File: src/rtl/amp_reset_seq.sv
module amp_reset_seq #(
  parameter int CNT_W      = 4,
  parameter int PHASE_CLKS = 1,
  parameter int DEF_CYCLES = 4
) (
  input  logic             clk,
  input  logic             rst_n,
  input  logic             start_req,
  input  logic [CNT_W-1:0] cycle_cnt,
  output logic             sw_a,
  output logic             sw_b,
  output logic             sw_c,
  output logic             busy,
  output logic             done
);
  localparam int GRP   = PHASE_CLKS + 1;
  localparam int SLOTS = 3 * GRP;
  localparam int SW    = $clog2(SLOTS);

  logic [SW-1:0]    slot;
  logic [CNT_W-1:0] left;

  wire last_slot = (slot == SW'(SLOTS - 1));
  wire [CNT_W-1:0] eff_cnt = (cycle_cnt == '0) ? CNT_W'(DEF_CYCLES) : cycle_cnt;

  always_ff @(posedge clk or negedge rst_n) begin
    if (!rst_n) begin
      busy <= 1'b0;
      done <= 1'b0;
      slot <= '0;
      left <= '0;
    end else begin
      done <= 1'b0;
      if (!busy) begin
        busy <= start_req;
        slot <= '0;
        left <= eff_cnt - 1'b1;
      end else if (last_slot) begin
        slot <= '0;
        if (left == '0) begin
          busy <= 1'b0;
          done <= 1'b1;
        end else begin
          left <= left - 1'b1;
        end
      end else begin
        slot <= slot + 1'b1;
      end
    end
  end

  wire in_phase = (int'(slot) % GRP) < PHASE_CLKS;
  assign sw_a = busy && in_phase && (int'(slot) / GRP == 0);
  assign sw_b = busy && in_phase && (int'(slot) / GRP == 1);
  assign sw_c = busy && in_phase && (int'(slot) / GRP == 2);

  wire [2:0] sw_v = {sw_c, sw_b, sw_a};

  assert_one_phase_R4: assert property (@(posedge clk) disable iff (!rst_n)
    $onehot0(sw_v));

  assert_gap_R4: assert property (@(posedge clk) disable iff (!rst_n)
    (sw_v != 3'b000 && sw_v != $past(sw_v)) |-> $past(sw_v) == 3'b000);

  assert_idle_quiet_R10: assert property (@(posedge clk) disable iff (!rst_n)
    !busy |-> sw_v == 3'b000);

  assert_start_phase_R2: assert property (@(posedge clk) disable iff (!rst_n)
    $rose(busy) |-> sw_a);

  assert_no_restart_R7: assert property (@(posedge clk) disable iff (!rst_n)
    (busy && !last_slot) |=> busy && slot == $past(slot) + 1'b1);

  assert_done_single_R8: assert property (@(posedge clk) disable iff (!rst_n)
    done |=> !done);

  assert_done_end_R8: assert property (@(posedge clk) disable iff (!rst_n)
    done |-> !busy && $past(busy));
endmodule

File: config.mk
export PLATFORM = sky130hd
export DESIGN_NAME = amp_reset_seq
export DESIGN_NICKNAME = d
export VERILOG_FILES = /design/src/rtl/amp_reset_seq.sv
export SDC_FILE = /design/constraint.sdc
export NUM_CORES = 1
export LEC_CHECK = 0
export BUFFER_PORTS_ARGS = -buffer_cell sky130_fd_sc_hd__buf_2
export CORE_AREA = 10 10 47 49
export CTS_BUF_LIST = sky130_fd_sc_hd__clkbuf_8
export DETAILED_ROUTE_END_ITERATION = 8
export DIE_AREA = 0 0 57 59
export SYNTH_ARGS = -nofsm -noshare
export SYNTH_HDL_FRONTEND = slang
export SYNTH_SLANG_ARGS = --single-unit
File: constraint.sdc
create_clock -name clk -period 1.45 [get_ports clk]
set_input_delay 0.29 -clock clk [delete_from_list [all_inputs] [get_ports clk]]
set_output_delay 0.29 -clock clk [all_outputs]
set_load 0.02 [all_outputs]
==> metrics.md <==
| Metric | Value |
|---|---|
| Initial standard-cell utilization of the core | `34.8%` |
| Number of failing setup endpoints in the final timing report | `0` |
| Ports | `12` |
| Fraction of post-synthesis cell area in the top cell type by area | `46.2%` |
| Remaining number of nets flagged by the antenna check after routing | `0` |
| CP Capture Type | `output pin` |
| Register area share after synthesis | `46.2%` |
| Internal power | `0.000853 W` |
| First-pass GRT wire length | `1790 µm` |
| Worst Setup Slack post-DPL | `0.106 ns` |
| Distinct cells, synth | `24` |
| Placeable Area | `1400 µm²` |
| Slowest stage cell, crit path | `dfrtp_1` |
| Pre-antenna DRT Iters | `4` |
| Data arrival time at the worst-slack endpoint | `1.09 ns` |
| Number of buffers between clock root and the deepest sink | `2` |
| Antenna diode count | `0` |
| Routability-driven placement congestion ratio | `0.727` |
| Max Fanout on Critical Path | `4` |
| Data required time at the worst endpoint | `1.16 ns` |
| Highest achievable clock rate | `727 MHz` |
| Vertical die dimension | `59 µm` |
| Stage delay of the slowest cell on the critical path | `0.37 ns` |
| Average wire length per cell after detail routing | `11.7 µm` |
| Max Cap Violations | `0` |
| RSZ-0062 raised after global routing | `false` |
| Setup slack after layout | `0.0744 ns` |
| Sum of negative setup slack | `0 ns` |
| Overall via count from detail_route | `399` |
| Width of the die | `57 µm` |
| Outcome | `finished clean` |
| Vias in the first global route | `419` |
| Comb pwr share | `44.2%` |
| Number of H-tree levels | `1` |
| Vias per cell | `4.81` |
| Cell chain of the critical path | `nand2b_4, nor3b_2, buf_4` |
| Number of cell rows | `14` |
| DR DRC count | `0` |
| Maximum number of pins on one net before global-route repair | `12` |
| Summed instance area of the synthesized netlist | `488 µm²` |
| Commonest cells after routing, fill and taps aside | `9 x buf_2, 7 x dfrtp_1, 5 x buf_4, 4 x nor2_1, 4 x nand2_1` |
| Total power | `0.00136 W` |
| Antenna violations before repair | `0` |
| Clk sinks | `9` |
| Proportion of layout cells with a drive suffix above 1 | `40.3%` |
| Crit path buf inv count | `1` |
| GRT Resource Usage Total | `6.86%` |
| Total Die Area | `3360 µm²` |
| Number of synthesized register bits | `9` |
| Syn Inst Count | `49` |
| Clock input transition at the sequential cells of the worst setup and hold paths | `0.04 ns` |
| Number of DRC violations after detailed-routing iteration 0 | `4` |
| Worst supply voltage drop on vdd | `0.790 mV` |
| Pins Over Slew Limit | `0` |
| Kind of critical path | `reg -> out` |
| Share of the clock period used by the worst path after layout | `94.9%` |
| Setup Skew | `0.000622 ns` |
| Switching Share | `37.5%` |
| Number of buffers created by CTS | `3` |
| Synthesis Warnings | `0` |
| Synthesized area per cell | `9.96 µm²` |
| Relative contribution of sequential cells to total power | `34.8%` |
| Clock Latency Late Sink | `0.23 ns` |
| Normalized max-slew margin | `85.6%` |
| Worst-margin pin slew | `0.215 ns` |
| Area overhead of the layout relative to synthesis | `35.6%` |
| Clock tree from TritonCTS | `built` |
| Cell family with the largest share of critical-path delay | `flip-flops` |
| Overflow left after global routing | `0` |
| Post-route minimum period | `1.38 ns` |
| Post-route core utilization | `47.2%` |
| Number of hold violations in the final report | `0` |
| Top cells by area in the synthesized netlist | `dfrtp_1 46%, nand2b_1 5.1%, mux2i_1 4.1%, nand3b_4 4.1%, nand3_1 3.1%` |
| Path category of the worst min-delay check | `in -> reg` |
| Buffers on Ports | `11` |
| Clock root cell | `clkbuf_8` |
| Crit start category | `register` |
| Power dissipated by switching net loads | `0.000511 W` |
| Power per cell area | `2060 nW/µm²` |
| Post-route non-filler standard cell count | `83` |
| Post-DP HPWL | `765 µm` |
| Total leakage power | `0.324 nW` |
| Clock network power share | `21.0%` |
| Placed instance count | `77` |
| Synthesized net count | `57` |
| Total length of routed wires | `972 µm` |
| Cell type with the highest aggregate area in the netlist | `dfrtp_1` |
| Leading cell type in the layout, fill and taps excluded | `buf_2` |
| Count of nets after finishing | `76` |
## metal layers
layer  GRT usage (%)  wire [µm]  vias to the layer above
met4            3.02          7                        0
li1                -          -                      208
met5               0          0                        -
met2            11.2        521                        8
met3            3.86         50                        2
met1            7.10        393                      181
## worst min-delay path, delay by kind of cell
family                 cells  cell delay (ns)
AND/OR/NAND/NOR            2             0.10
buffers and inverters      1             0.08
## metrics by stage
stage	hold slack [ns]	area, µm²
after floorplan	-0.00559	498
after detailed placement	0.154	583
final	0.273	662
after global placement	0.151	583
after global routing	0.291	662
after CTS	0.267	653
## cells in the mapped netlist
library cell  number
a21boi_0           1
a21oi_1            1
a31oi_1            1
buf_2              1
dfrtp_1            9
ha_1               1
inv_1              1
mux2i_1            2
nand2_1            4
nand2b_1           4
nand3_1            3
nand3b_1           2
nand3b_4           1
nor2_1             4
nor2_2             1
nor2b_1            2
nor3_1             2
nor3_2             1
nor3b_1            2
o21ai_0            1
o21ai_1            2
o31ai_1            1
o31ai_2            1
xor2_1             1
## power by group through the flow
| stage | clock network (W) | registers, W | logic [W] |
|---|---|---|---|
| 2_1_floorplan | 0 | 0.000473 | 0.000415 |
| 3_3_place_gp | 0 | 0.000473 | 0.000571 |
| 3_5_place_dp | 0 | 0.000473 | 0.000574 |
| 4_1_cts | 0.000300 | 0.000475 | 0.000609 |
| 5_1_grt | 0.000312 | 0.000496 | 0.000686 |
| 6_report | 0.000287 | 0.000475 | 0.000602 |
## area by class of cell
cell class	instances	area (µm²)
clock buffers	3	41.3
clock inverters	1	5.00
fillers	142	739
inverters	1	3.75
multi-input cells	38	272
flip-flops and latches	9	228
well taps	16	20.0
repair buffers	15	92.6
## state kept, by name, indices dropped and copies added, names as in the netlist
signal and flops:
left 4, slot 3, busy 1, done 1
## worst paths after layout
| check | slack, ns | from | depth (start not counted) | to |
|---|---|---|---|---|
| setup / recovery | 0.07 | slot[0]$_DFF_PN0_ | 3 | sw_c |
| hold / removal | 0.27 | start_req | 3 | busy$_DFF_PN0_ |
| setup reg to reg | 0.15 | busy$_DFF_PN0_ | 5 | left[2]$_DFFE_PN0P_ |
| hold reg to reg | 0.52 | left[3]$_DFFE_PN0P_ | 2 | left[3]$_DFFE_PN0P_ |
| max in group asynchronous | 0.82 | rst_n | 2 | slot[2]$_DFF_PN0_ |
| min in group asynchronous | 0.44 | rst_n | 2 | slot[0]$_DFF_PN0_ |
## timing repair
| action | CTS | global route |
|---|---|---|
| buffers inserted | 0 | 1 |
| hold buffers | 1 | 0 |
| resized for setup | 4 | 1 |
| gates cloned | 0 | 0 |
| hold endpoints to repair | 9 | 0 |
| endpoints found under the setup margin | 3 | 1 |
## cells by family (layout without fill, tap and decap cells)
logic type / count (synthesis) / after routing / share of synthesized area, %
mux: 2 / 2 / 4.10
simple gates: 26 / 26 / 32.6
compound gates: 8 / 8 / 11.0
buf+inv: 2 / 20 / 1.79
xor+xnor: 1 / 1 / 1.80
fa+ha+maj: 1 / 1 / 2.56
flops: 9 / 9 / 46.2
No activity file was read; power rests on OpenSTA's default activity.
